==> config.mk <==
export PLATFORM = sky130hd
export DESIGN_NAME = pwr_mode_ctrl
export DESIGN_NICKNAME = d
export VERILOG_FILES = /design/src/rtl/pmc_pkg.sv /design/src/rtl/pmc_ctrl_reg.sv /design/src/rtl/pmc_mode_fsm.sv /design/src/rtl/pmc_clk_gate.sv /design/src/rtl/pwr_mode_ctrl.sv
export SDC_FILE = /design/constraint.sdc
export NUM_CORES = 1
export LEC_CHECK = 0
export CORE_MARGIN = 2
export CORE_UTILIZATION = 43
export DETAILED_ROUTE_END_ITERATION = 10
export PLACE_DENSITY = 0.8
export SLEW_MARGIN = 20
export SYNTH_ARGS = -nofsm -noshare
export SYNTH_HDL_FRONTEND = slang
export SYNTH_SLANG_ARGS = --single-unit
==> constraint.sdc <==
create_clock -name clk -period 2.6 [get_ports clk]
set_input_delay 0.52 -clock clk [delete_from_list [all_inputs] [get_ports clk]]
set_output_delay 0.52 -clock clk [all_outputs]
set_load 0.01 [all_outputs]
==> src/rtl/pmc_pkg.sv <==
package pmc_pkg;
  localparam int CTRL_W = 8;
  localparam int MODE_W = 2;

  localparam int B_PSV  = 0;
  localparam int B_IDL  = 1;
  localparam int B_HLT  = 2;
  localparam int B_DEF  = 3;
  localparam int B_OSCD = 4;
  localparam int B_PLLD = 5;
  localparam int B_ROSC = 6;
  localparam int B_RPLL = 7;

  typedef enum logic [2:0] {
    ST_ACTIVE = 3'd0,
    ST_PSAVE  = 3'd1,
    ST_IDLE   = 3'd2,
    ST_HSTOP  = 3'd3,
    ST_HALT   = 3'd4,
    ST_WAKE   = 3'd5
  } pmc_state_e;

  function automatic logic is_low(input pmc_state_e s);
    return (s == ST_PSAVE) || (s == ST_IDLE);
  endfunction

  function automatic logic [MODE_W-1:0] mode_code(input pmc_state_e s);
    case (s)
      ST_ACTIVE: return 2'd0;
      ST_PSAVE:  return 2'd1;
      ST_IDLE:   return 2'd2;
      default:   return 2'd3;
    endcase
  endfunction

  // Halt request only survives a write that also sets the defer bit.
  function automatic logic [CTRL_W-1:0] sanitize(input logic [CTRL_W-1:0] d);
    logic [CTRL_W-1:0] r;
    r = d;
    if (!d[B_DEF]) r[B_HLT] = 1'b0;
    return r;
  endfunction

  // Target state for a WAIT strobe: halt over idle over power save.
  function automatic pmc_state_e wait_target(input logic [CTRL_W-1:0] c);
    if (c[B_HLT])      return ST_HSTOP;
    else if (c[B_IDL]) return ST_IDLE;
    else if (c[B_PSV]) return ST_PSAVE;
    else               return ST_ACTIVE;
  endfunction

  function automatic logic osc_gate(input pmc_state_e s, input logic [CTRL_W-1:0] c,
                                    input logic rsleep);
    case (s)
      ST_PSAVE, ST_IDLE: return !(c[B_OSCD] || (c[B_ROSC] && rsleep));
      ST_HALT:           return 1'b0;
      default:           return 1'b1;
    endcase
  endfunction

  function automatic logic pll_gate(input pmc_state_e s, input logic [CTRL_W-1:0] c,
                                    input logic pdn, input logic rsleep);
    case (s)
      ST_ACTIVE:         return !pdn;
      ST_PSAVE, ST_IDLE: return !(c[B_PLLD] || pdn || (c[B_RPLL] && rsleep));
      ST_HSTOP:          return 1'b1;
      default:           return 1'b0;
    endcase
  endfunction
endpackage

==> src/rtl/pmc_ctrl_reg.sv <==
module pmc_ctrl_reg
  import pmc_pkg::*;
(
  input  logic              clk,
  input  logic              rst_n,
  input  logic              we,
  input  logic [CTRL_W-1:0] wdata,
  input  logic              wake_hit,
  input  logic              clr_req,
  input  logic              enter_active,
  output logic [CTRL_W-1:0] ctrl
);
  logic [CTRL_W-1:0] wr_val;
  logic [CTRL_W-1:0] clr_mask;
  logic [CTRL_W-1:0] ctrl_nxt;

  always_comb begin
    wr_val   = we ? sanitize(wdata) : ctrl;
    clr_mask = '0;
    if (wake_hit) begin
      clr_mask[B_OSCD] = 1'b1;
      clr_mask[B_PLLD] = 1'b1;
    end
    if (clr_req) begin
      clr_mask[B_PSV] = 1'b1;
      clr_mask[B_IDL] = 1'b1;
      clr_mask[B_HLT] = 1'b1;
    end
    if (enter_active) begin
      clr_mask[B_ROSC] = 1'b1;
      clr_mask[B_RPLL] = 1'b1;
    end
    ctrl_nxt = wr_val & ~clr_mask;
  end

  always_ff @(posedge clk or negedge rst_n) begin
    if (!rst_n) ctrl <= '0;
    else        ctrl <= ctrl_nxt;
  end

  AST_WAKE_CLR: assert property (@(posedge clk) disable iff (!rst_n)
    wake_hit |=> !ctrl[B_OSCD] && !ctrl[B_PLLD]);
  AST_RADIO_CLR: assert property (@(posedge clk) disable iff (!rst_n)
    enter_active |=> !ctrl[B_ROSC] && !ctrl[B_RPLL]);
  AST_HALT_GUARD: assert property (@(posedge clk) disable iff (!rst_n)
    $rose(ctrl[B_HLT]) |-> ctrl[B_DEF]);
endmodule

==> src/rtl/pmc_mode_fsm.sv <==
module pmc_mode_fsm
  import pmc_pkg::*;
(
  input  logic              clk,
  input  logic              rst_n,
  input  logic [CTRL_W-1:0] ctrl,
  input  logic              wait_exec,
  input  logic              wake_evt,
  input  logic              osc_stable,
  output pmc_state_e        st,
  output logic              clr_req,
  output logic              enter_active
);
  pmc_state_e st_nxt;
  logic       ev_wait_go;
  logic       ev_quick_psv;
  logic       ev_low_wake;
  logic       ev_halt_done;

  assign ev_wait_go   = (st == ST_ACTIVE) && wait_exec && (wait_target(ctrl) != ST_ACTIVE);
  assign ev_quick_psv = (st == ST_ACTIVE) && !ctrl[B_DEF] && ctrl[B_PSV];
  assign ev_low_wake  = is_low(st) && wake_evt;
  assign ev_halt_done = (st == ST_WAKE) && osc_stable;

  always_comb begin
    st_nxt = st;
    case (st)
      ST_ACTIVE: begin
        if (ev_wait_go)        st_nxt = wait_target(ctrl);
        else if (ev_quick_psv) st_nxt = ST_PSAVE;
      end
      ST_PSAVE, ST_IDLE: if (wake_evt) st_nxt = ST_ACTIVE;
      ST_HSTOP: st_nxt = wake_evt ? ST_WAKE : ST_HALT;
      ST_HALT:  if (wake_evt) st_nxt = ST_WAKE;
      ST_WAKE:  if (osc_stable) st_nxt = ST_ACTIVE;
      default:  st_nxt = ST_ACTIVE;
    endcase
  end

  assign clr_req      = ev_low_wake || ev_halt_done;
  assign enter_active = ev_low_wake || ev_halt_done;

  always_ff @(posedge clk or negedge rst_n) begin
    if (!rst_n) st <= ST_ACTIVE;
    else        st <= st_nxt;
  end

  AST_QUICK_PSV: assert property (@(posedge clk) disable iff (!rst_n)
    (st == ST_ACTIVE && !ctrl[B_DEF] && ctrl[B_PSV] && !wait_exec) |=> st == ST_PSAVE);
  AST_DEFER_HOLD: assert property (@(posedge clk) disable iff (!rst_n)
    (st == ST_ACTIVE && ctrl[B_DEF] && !wait_exec) |=> st == ST_ACTIVE);
  AST_STOP_ORDER: assert property (@(posedge clk) disable iff (!rst_n)
    (st == ST_HSTOP) |=> (st == ST_HALT || st == ST_WAKE));
  AST_WAIT_STABLE: assert property (@(posedge clk) disable iff (!rst_n)
    (st == ST_WAKE && !osc_stable) |=> st == ST_WAKE);
  AST_HALT_FIRST: assert property (@(posedge clk) disable iff (!rst_n)
    (st == ST_ACTIVE && wait_exec && ctrl[B_HLT]) |=> st == ST_HSTOP);
endmodule

==> src/rtl/pmc_clk_gate.sv <==
module pmc_clk_gate
  import pmc_pkg::*;
(
  input  logic              clk,
  input  logic              rst_n,
  input  pmc_state_e        st,
  input  logic [CTRL_W-1:0] ctrl,
  input  logic              pll_pwrdn,
  input  logic              radio_sleep,
  output logic              sysclk_en,
  output logic              osc_en,
  output logic              pll_en
);
  assign sysclk_en = (st == ST_ACTIVE) || is_low(st);
  assign osc_en    = osc_gate(st, ctrl, radio_sleep);
  assign pll_en    = pll_gate(st, ctrl, pll_pwrdn, radio_sleep);

  AST_ACTIVE_OSC: assert property (@(posedge clk) disable iff (!rst_n)
    (st == ST_ACTIVE) |-> osc_en);
  AST_HALT_DARK: assert property (@(posedge clk) disable iff (!rst_n)
    (st == ST_HALT) |-> !osc_en && !pll_en && !sysclk_en);
  AST_RADIO_AWAKE: assert property (@(posedge clk) disable iff (!rst_n)
    (is_low(st) && !ctrl[B_OSCD] && !radio_sleep) |-> osc_en);
endmodule

==> src/rtl/pwr_mode_ctrl.sv <==
module pwr_mode_ctrl
  import pmc_pkg::*;
(
  input  logic              clk,
  input  logic              rst_n,
  input  logic              cfg_we,
  input  logic [CTRL_W-1:0] cfg_wdata,
  output logic [CTRL_W-1:0] cfg_rdata,
  input  logic              wait_exec,
  input  logic              wake_evt,
  input  logic              osc_stable,
  input  logic              pll_pwrdn,
  input  logic              radio_sleep,
  output logic [MODE_W-1:0] pwr_mode,
  output logic              sysclk_en,
  output logic              osc_en,
  output logic              pll_en
);
  logic [CTRL_W-1:0] ctrl;
  pmc_state_e        st;
  logic              clr_req;
  logic              enter_active;

  pmc_ctrl_reg u_reg (
    .clk(clk), .rst_n(rst_n), .we(cfg_we), .wdata(cfg_wdata),
    .wake_hit(wake_evt), .clr_req(clr_req), .enter_active(enter_active),
    .ctrl(ctrl)
  );

  pmc_mode_fsm u_fsm (
    .clk(clk), .rst_n(rst_n), .ctrl(ctrl), .wait_exec(wait_exec),
    .wake_evt(wake_evt), .osc_stable(osc_stable), .st(st),
    .clr_req(clr_req), .enter_active(enter_active)
  );

  pmc_clk_gate u_gate (
    .clk(clk), .rst_n(rst_n), .st(st), .ctrl(ctrl), .pll_pwrdn(pll_pwrdn),
    .radio_sleep(radio_sleep), .sysclk_en(sysclk_en), .osc_en(osc_en),
    .pll_en(pll_en)
  );

  assign cfg_rdata = ctrl;
  assign pwr_mode  = mode_code(st);

  AST_CLK_FIRST: assert property (@(posedge clk) disable iff (!rst_n)
    $fell(sysclk_en) |-> osc_en && pll_en);
  AST_DEFER_OSC: assert property (@(posedge clk) disable iff (!rst_n)
    (pwr_mode == 2'd0 && !pll_pwrdn) |-> osc_en && pll_en);
endmodule

==> run metrics, run 1 <==
n_diodes 0; CTS Hold Bufs 0; setup violators final 0; Via density 5.42; fin nets 112; delay of the slowest cell on the worst path 0.55 ns; fin crit share 93.7%; number of remaining DRC errors 0; crit path kind reg -> out; crit path DAT 1.92 ns; WL/cell 14.2 um; initial antenna violation count 0; CTS Buffer Depth 2; Highest Clock Rate approximately 0.4 GHz; Yosys Warn Count 0; final WL roughly 1600 um; post-synthesis area per instance ~9.9 sq um; antenna-violating nets left 0; Post-synth top flop dfrtp_1; register area share after synthesis 41.6%; I/O Buffers 28; CP cell instances xnor2_1 > nor3_1 > a21oi_1 > clkdlybuf4s50_1; row cnt 14; gr usage total approximately 20%; dpl ws 0.227 ns; syn nets between 80 and 90; clock root buffer clkbuf_4; power density cells about 1000 nW/um^2; CP required approximately 2.1 ns; status finished clean; CP max stage cell clkdlybuf4s50_1; P&R area growth vs syn 45.0%; largest net degree at the start of global routing 15; min-delay worst type reg -> reg; Peak VDD IR 501 uV; Slew HR between 60% and 70%; Final Hold Fails 0; clk sinks 11; leakage power 0.407 nW; CTS Buf Count 3; post-synth cell types 26; global route total overflow 0; drt first pass iters 2; clock slew at reported path FFs 0.08 ns; Post-Synthesis Cells 67; CTS tree done; Worst Skew 0.00410 ns; Seq cells post-synth 11; Post-Route Setup TNS 0 ns; die width 43.2 um; CP Launch Type register; Core ar. 1470 sq um; ys async rst share 100%; first-pass GRT wire length 2700 um; Worst-Margin Slew 0.523 ns; Iter 0 DRT Violations 8; Fin Hold WS approximately 0.55 ns; RSZ-0062 raised after global routing no; Final min period 2.44 ns; Clock Latency Late Sink 0.28 ns; max cap viols 0; DP Wirelength 1170 um; via count approximately 600; max-slew violations 0; CTS H-tree depth 1; I/O pins 29; vias in the first global route 623; Initial Utilization around 45%; synthesized cell area 662 sq um; Final WS setup 0.165 ns; Die Y between 40 and 50 um; largest fanout on the critical path 12; layout cells sized above 1 11.6%; RD Place Congestion 0.732; crit end category output pin; EDFF count, synth 0; Die Area 1870 sq um
## cell usage after synthesis, types with 2 or more instances
cell type  number  area, sq um
nor2_1          7         26.3
buf_4           2         15.0
nor2b_1         2         12.5
mux2i_1         6         60.1
nor3b_1         2         15.0
nand3_1         2         10.0
a21oi_1         9         45.0
o21bai_1        2         15.0
dfrtp_1        11          275
nand2_1         2         7.51
or2_2           2         12.5
nor3_1          2         10.0
nand2b_1        4         25.0
o22a_1          2         17.5
## cell families (layout without fill, tap and decap cells)
logic type | Yosys count | in the layout | synth area share, %
flip-flops | 11 | 11 | 41.6
AND/OR/NAND/NOR | 27 | 27 | 23.3
buffers and inverters | 5 | 33 | 5.29
multiplexers | 7 | 7 | 10.8
XOR/XNOR | 1 | 1 | 1.32
AO/OA/AOI/OAI | 16 | 16 | 17.8
## final timing paths
check | from | end | slack [ns] | cells after the start
max in group asynchronous | rst_n | u_reg.ctrl[0]$_DFF_PN0_ | 1.67 | 1
max | u_fsm.st[0]$_DFFE_PN0P_ | osc_en | 0.16 | 4
min reg2reg | u_reg.ctrl[3]$_DFFE_PN0P_ | u_reg.ctrl[3]$_DFFE_PN0P_ | 0.55 | 1
max reg2reg | u_fsm.st[2]$_DFFE_PN0P_ | u_fsm.st[0]$_DFFE_PN0P_ | 1.11 | 4
min in group asynchronous | rst_n | u_fsm.st[1]$_DFFE_PN0P_ | 0.58 | 1
min | u_reg.ctrl[3]$_DFFE_PN0P_ | u_reg.ctrl[3]$_DFFE_PN0P_ | 0.55 | 1
## layer usage
metal	vias up	global-route usage, %	share of wire [%]
met5	-	0	0
met4	0	14.5	3.3
met3	4	3.83	4.5
met2	18	30.1	46
met1	285	25.3	46
li1	295	-	-
## metrics by stage
stage	std cells	utilization [%]	power, mW	instance area (sq um)
floorplan	67	-	0.653	662
global placement	107	63.3	0.867	931
detailed placement	107	63.3	0.872	931
CTS	111	65.1	0.996	957
global route	111	65.2	1.07	960
finish	111	65.2	0.997	960
## cells in the final DEF (no fill, tap or decap), types with 2 or more instances in the layout
| cell | Yosys | final |
|---|---|---|
| a21oi_1 | 9 | 9 |
| clkbuf_4 | 0 | 3 |
| clkdlybuf4s50_1 | 0 | 28 |
| dfrtp_1 | 11 | 11 |
| mux2i_1 | 6 | 6 |
| nand2_1 | 2 | 2 |
| nand2b_1 | 4 | 4 |
| nand3_1 | 2 | 2 |
| nor2_1 | 7 | 6 |
| nor2b_1 | 2 | 2 |
| nor3_1 | 2 | 2 |
| nor3b_1 | 2 | 2 |
| o21bai_1 | 2 | 2 |
| o22a_1 | 2 | 2 |
| or2_2 | 2 | 2 |
## layout make-up
class                      instances  area [sq um]
clock buffer                       4          26.3
fill                             137           512
inverter                           1          3.75
multi-input combinational         51           354
sequential                        11           275
tap                               16          20.0
timing repair buffer              28           280
## sequential cells by signal, indices dropped and copies added (netlist names)
name,flops
u_fsm.st,3
u_reg.ctrl,8
## repair_timing
| item | in CTS | in global routing |
|---|---|---|
| endpoints found under the setup margin | 0 | 1 |
| gates resized for setup | 0 | 1 |
| buffers inserted | 0 | 0 |
## worst max-delay path: cells and delay by family, from the launching register on
kind                      cells  cell delay (ns)
buffers and inverters         1             0.55
DFF                           1             0.51
xor gates and xnor gates      1             0.33
AOI/OAI and AO/OA             1             0.15
and+or+nand+nor               1             0.09
## power by group
group          internal [mW]  switching [mW]
Combinational          0.321           0.222
Clock                 0.0596          0.0649
Sequential             0.227           0.102
No activity file was read; power rests on OpenSTA's default activity.
==> run 2: changes to the inputs <==
--- a/config.mk
+++ b/config.mk
@@ -6,9 +6,10 @@
 export NUM_CORES = 1
 export LEC_CHECK = 0
 export CORE_MARGIN = 2
-export CORE_UTILIZATION = 43
+export CORE_UTILIZATION = 36
 export DETAILED_ROUTE_END_ITERATION = 10
-export PLACE_DENSITY = 0.8
+export HOLD_SLACK_MARGIN = 0.15
+export PLACE_DENSITY = 0.71
 export SLEW_MARGIN = 20
 export SYNTH_ARGS = -nofsm -noshare
 export SYNTH_HDL_FRONTEND = slang
==> constraint.sdc (replaced) <==
create_clock -name clk -period 2.1 [get_ports clk]
set_input_delay 0.315 -clock clk [delete_from_list [all_inputs] [get_ports clk]]
set_output_delay 0.315 -clock clk [all_outputs]
set_load 0.01 [all_outputs]
==> run 2 against run 1 <==
Count of clock-buffer cells in the layout is the same; highest routed layer unchanged; sequential power grew 20%; core utilization shrank 6.8 points; clock skew is essentially flat.
==> run metrics, run 2 (synthesis gave the netlist of run 1 again) <==
CTS tree done; status finished clean; fin cells 124 (+12%); gr busiest metal met2; crit path kind reg -> out; Clock Latency Late Sink 0.27 ns (about the same); power density cells 1290 nW/um^2 (+24%); Top reg by flops u_reg.ctrl; drt first pass iters 4 (+2); fin crit share 94.5%; clk sinks 11 (unchanged); crit end category output pin; CTS H-tree depth 1 (unchanged); fin nets 116 (+3.6%); GR Util met2 25.2% (-4.9 points); via count 609 (+1.2%); Iter 0 DRT Violations 9 (+1); Final min period slightly below 2 ns; DP Wirelength 1240 um (+5.5%); final WL 1600 um (+1.7%); P&R area growth vs syn 52.4%; first-pass GRT wire length 2570 um (-5.1%); row cnt 15 (+1); I/O Buffers 28 (unchanged); Slew HR 66.0% (+1.0 points); commonest non-fill, non-tap cell in the layout clkdlybuf4s50_1; layout cells sized above 1 17.2% (+5.6 points); max cap viols 0 (unchanged); CTS Hold Bufs 0 (unchanged); Die Y 46.9 um (+8.4%); leakage power 0.428 nW (+5.2%); initial antenna violation count 0 (unchanged); Post-Route Setup TNS 0 ns (unchanged); RD Place Congestion 0.794 (+8.4%); gr usage total 16.7% (-3.4 points); Fin Hold WS 0.382 ns (-0.164 ns); max-slew violations 0 (unchanged); crit path DAT 1.67 ns (-0.25 ns); min-delay worst type in -> async; FILL cells 164 (+20%); M1 GR Usage 23.6% (-1.8 points); CP required 1.78 ns (-0.30 ns); vias in the first global route 554 (-11%); biggest regs u_reg.ctrl x8, u_fsm.st x3; global route total overflow 0 (unchanged); setup violators final 0 (unchanged); Core ar. 1730 sq um (+17%); WL/cell 12.9 um (-9.0%); Via density 4.91 (-9.4%); antenna-violating nets left 0 (unchanged); Final Hold Fails 0 (unchanged); Die Area 2200 sq um (+18%); I/O pins 29 (unchanged); number of remaining DRC errors 0 (unchanged); commonest cells after routing, fill and taps aside clkdlybuf4s50_1, a21oi_1, dfrtp_1; Worst-Margin Slew 0.508 ns (-0.0152 ns); CP Launch Type register; clock slew at reported path FFs 0.07 ns (about the same); largest net degree at the start of global routing 15 (unchanged); CTS Buf Count 3 (unchanged); Highest Clock Rate 0.504 GHz; RSZ-0062 raised after global routing no; Peak VDD IR 715 uV (+43%); largest fanout on the critical path 8 (-4); die width 46.9 um (+8.4%); Largest register FFs 8 (unchanged); Worst Skew 0.00428 ns (+0.000183 ns); clock root buffer clkbuf_4; met3 Usage GRT 2.31% (-1.5 points); CTS Buffer Depth 2 (unchanged); Initial Utilization 38.3% (-6.6 points); placed insts 118 (+10%); n_diodes 0 (unchanged)
## run 2: layout make-up
type / instances / area, sq um / share of cell area [%]
Timing Repair Buffer: 32 / 310 / 30.8
Inverter: 1 / 3.75 / 0.372
Clock buffer: 4 / 26.3 / 2.61
Multi-Input combinational cell: 51 / 359 / 35.6
Tap cell: 25 / 31.3 / 3.10
Sequential cell: 11 / 278 / 27.5
## run 2: layer usage
layer	wire length, um	part of all wire [%]
met1	740	46
met2	805	50
met3	42	2.6
met4	12	0.75
met5	0	0
## run 2: path summary, 6_finish.rpt
path | from | end | slack (ns) | cells past startpoint
setup / recovery | u_fsm.st[1]$_DFFE_PN0P_ | osc_en | 0.12 | 4
min in group clk | u_reg.ctrl[3]$_DFFE_PN0P_ | u_reg.ctrl[3]$_DFFE_PN0P_ | 0.54 | 1
max in group asynchronous | rst_n | u_fsm.st[1]$_DFFE_PN0P_ | 1.35 | 1
hold / removal | rst_n | u_fsm.st[0]$_DFFE_PN0P_ | 0.38 | 1
hold reg to reg | u_reg.ctrl[3]$_DFFE_PN0P_ | u_reg.ctrl[3]$_DFFE_PN0P_ | 0.54 | 1
setup reg to reg | u_fsm.st[1]$_DFFE_PN0P_ | u_fsm.st[0]$_DFFE_PN0P_ | 0.62 | 5
## run 2: through the flow
stage	worst slack (ns)	total power [mW]	instance area, sq um	util [%]
after CTS	0.0459	1.28	991	57.4
after detailed placement	0.130	1.12	957	55.4
final	0.116	1.30	1010	58.4
after floorplan	0.710	0.808	662	-
after global routing	0.0123	1.40	1010	58.4
after global placement	0.184	1.10	957	55.4
## run 2: what timing repair did
action / CTS / global route
endpoints found under the setup margin: 1 / 2
resized for setup: 1 / 2
setup buffers: 0 / 2
hold endpoints to repair: 0 / 0
## run 2: critical path, cell delays in order (launching register included)
cell and delay (ns):
dfrtp_2 0.47, xnor2_2 0.19, nor3_1 0.07, a21oi_1 0.12, clkdlybuf4s50_1 0.55
## run 2: report_power, final
part | total (mW) | internal (mW) | switching, mW
Clock | 0.146 | 0.0734 | 0.0725
Combinational | 0.763 | 0.453 | 0.310
Sequential | 0.394 | 0.286 | 0.109
Total | 1.30 | 0.813 | 0.491
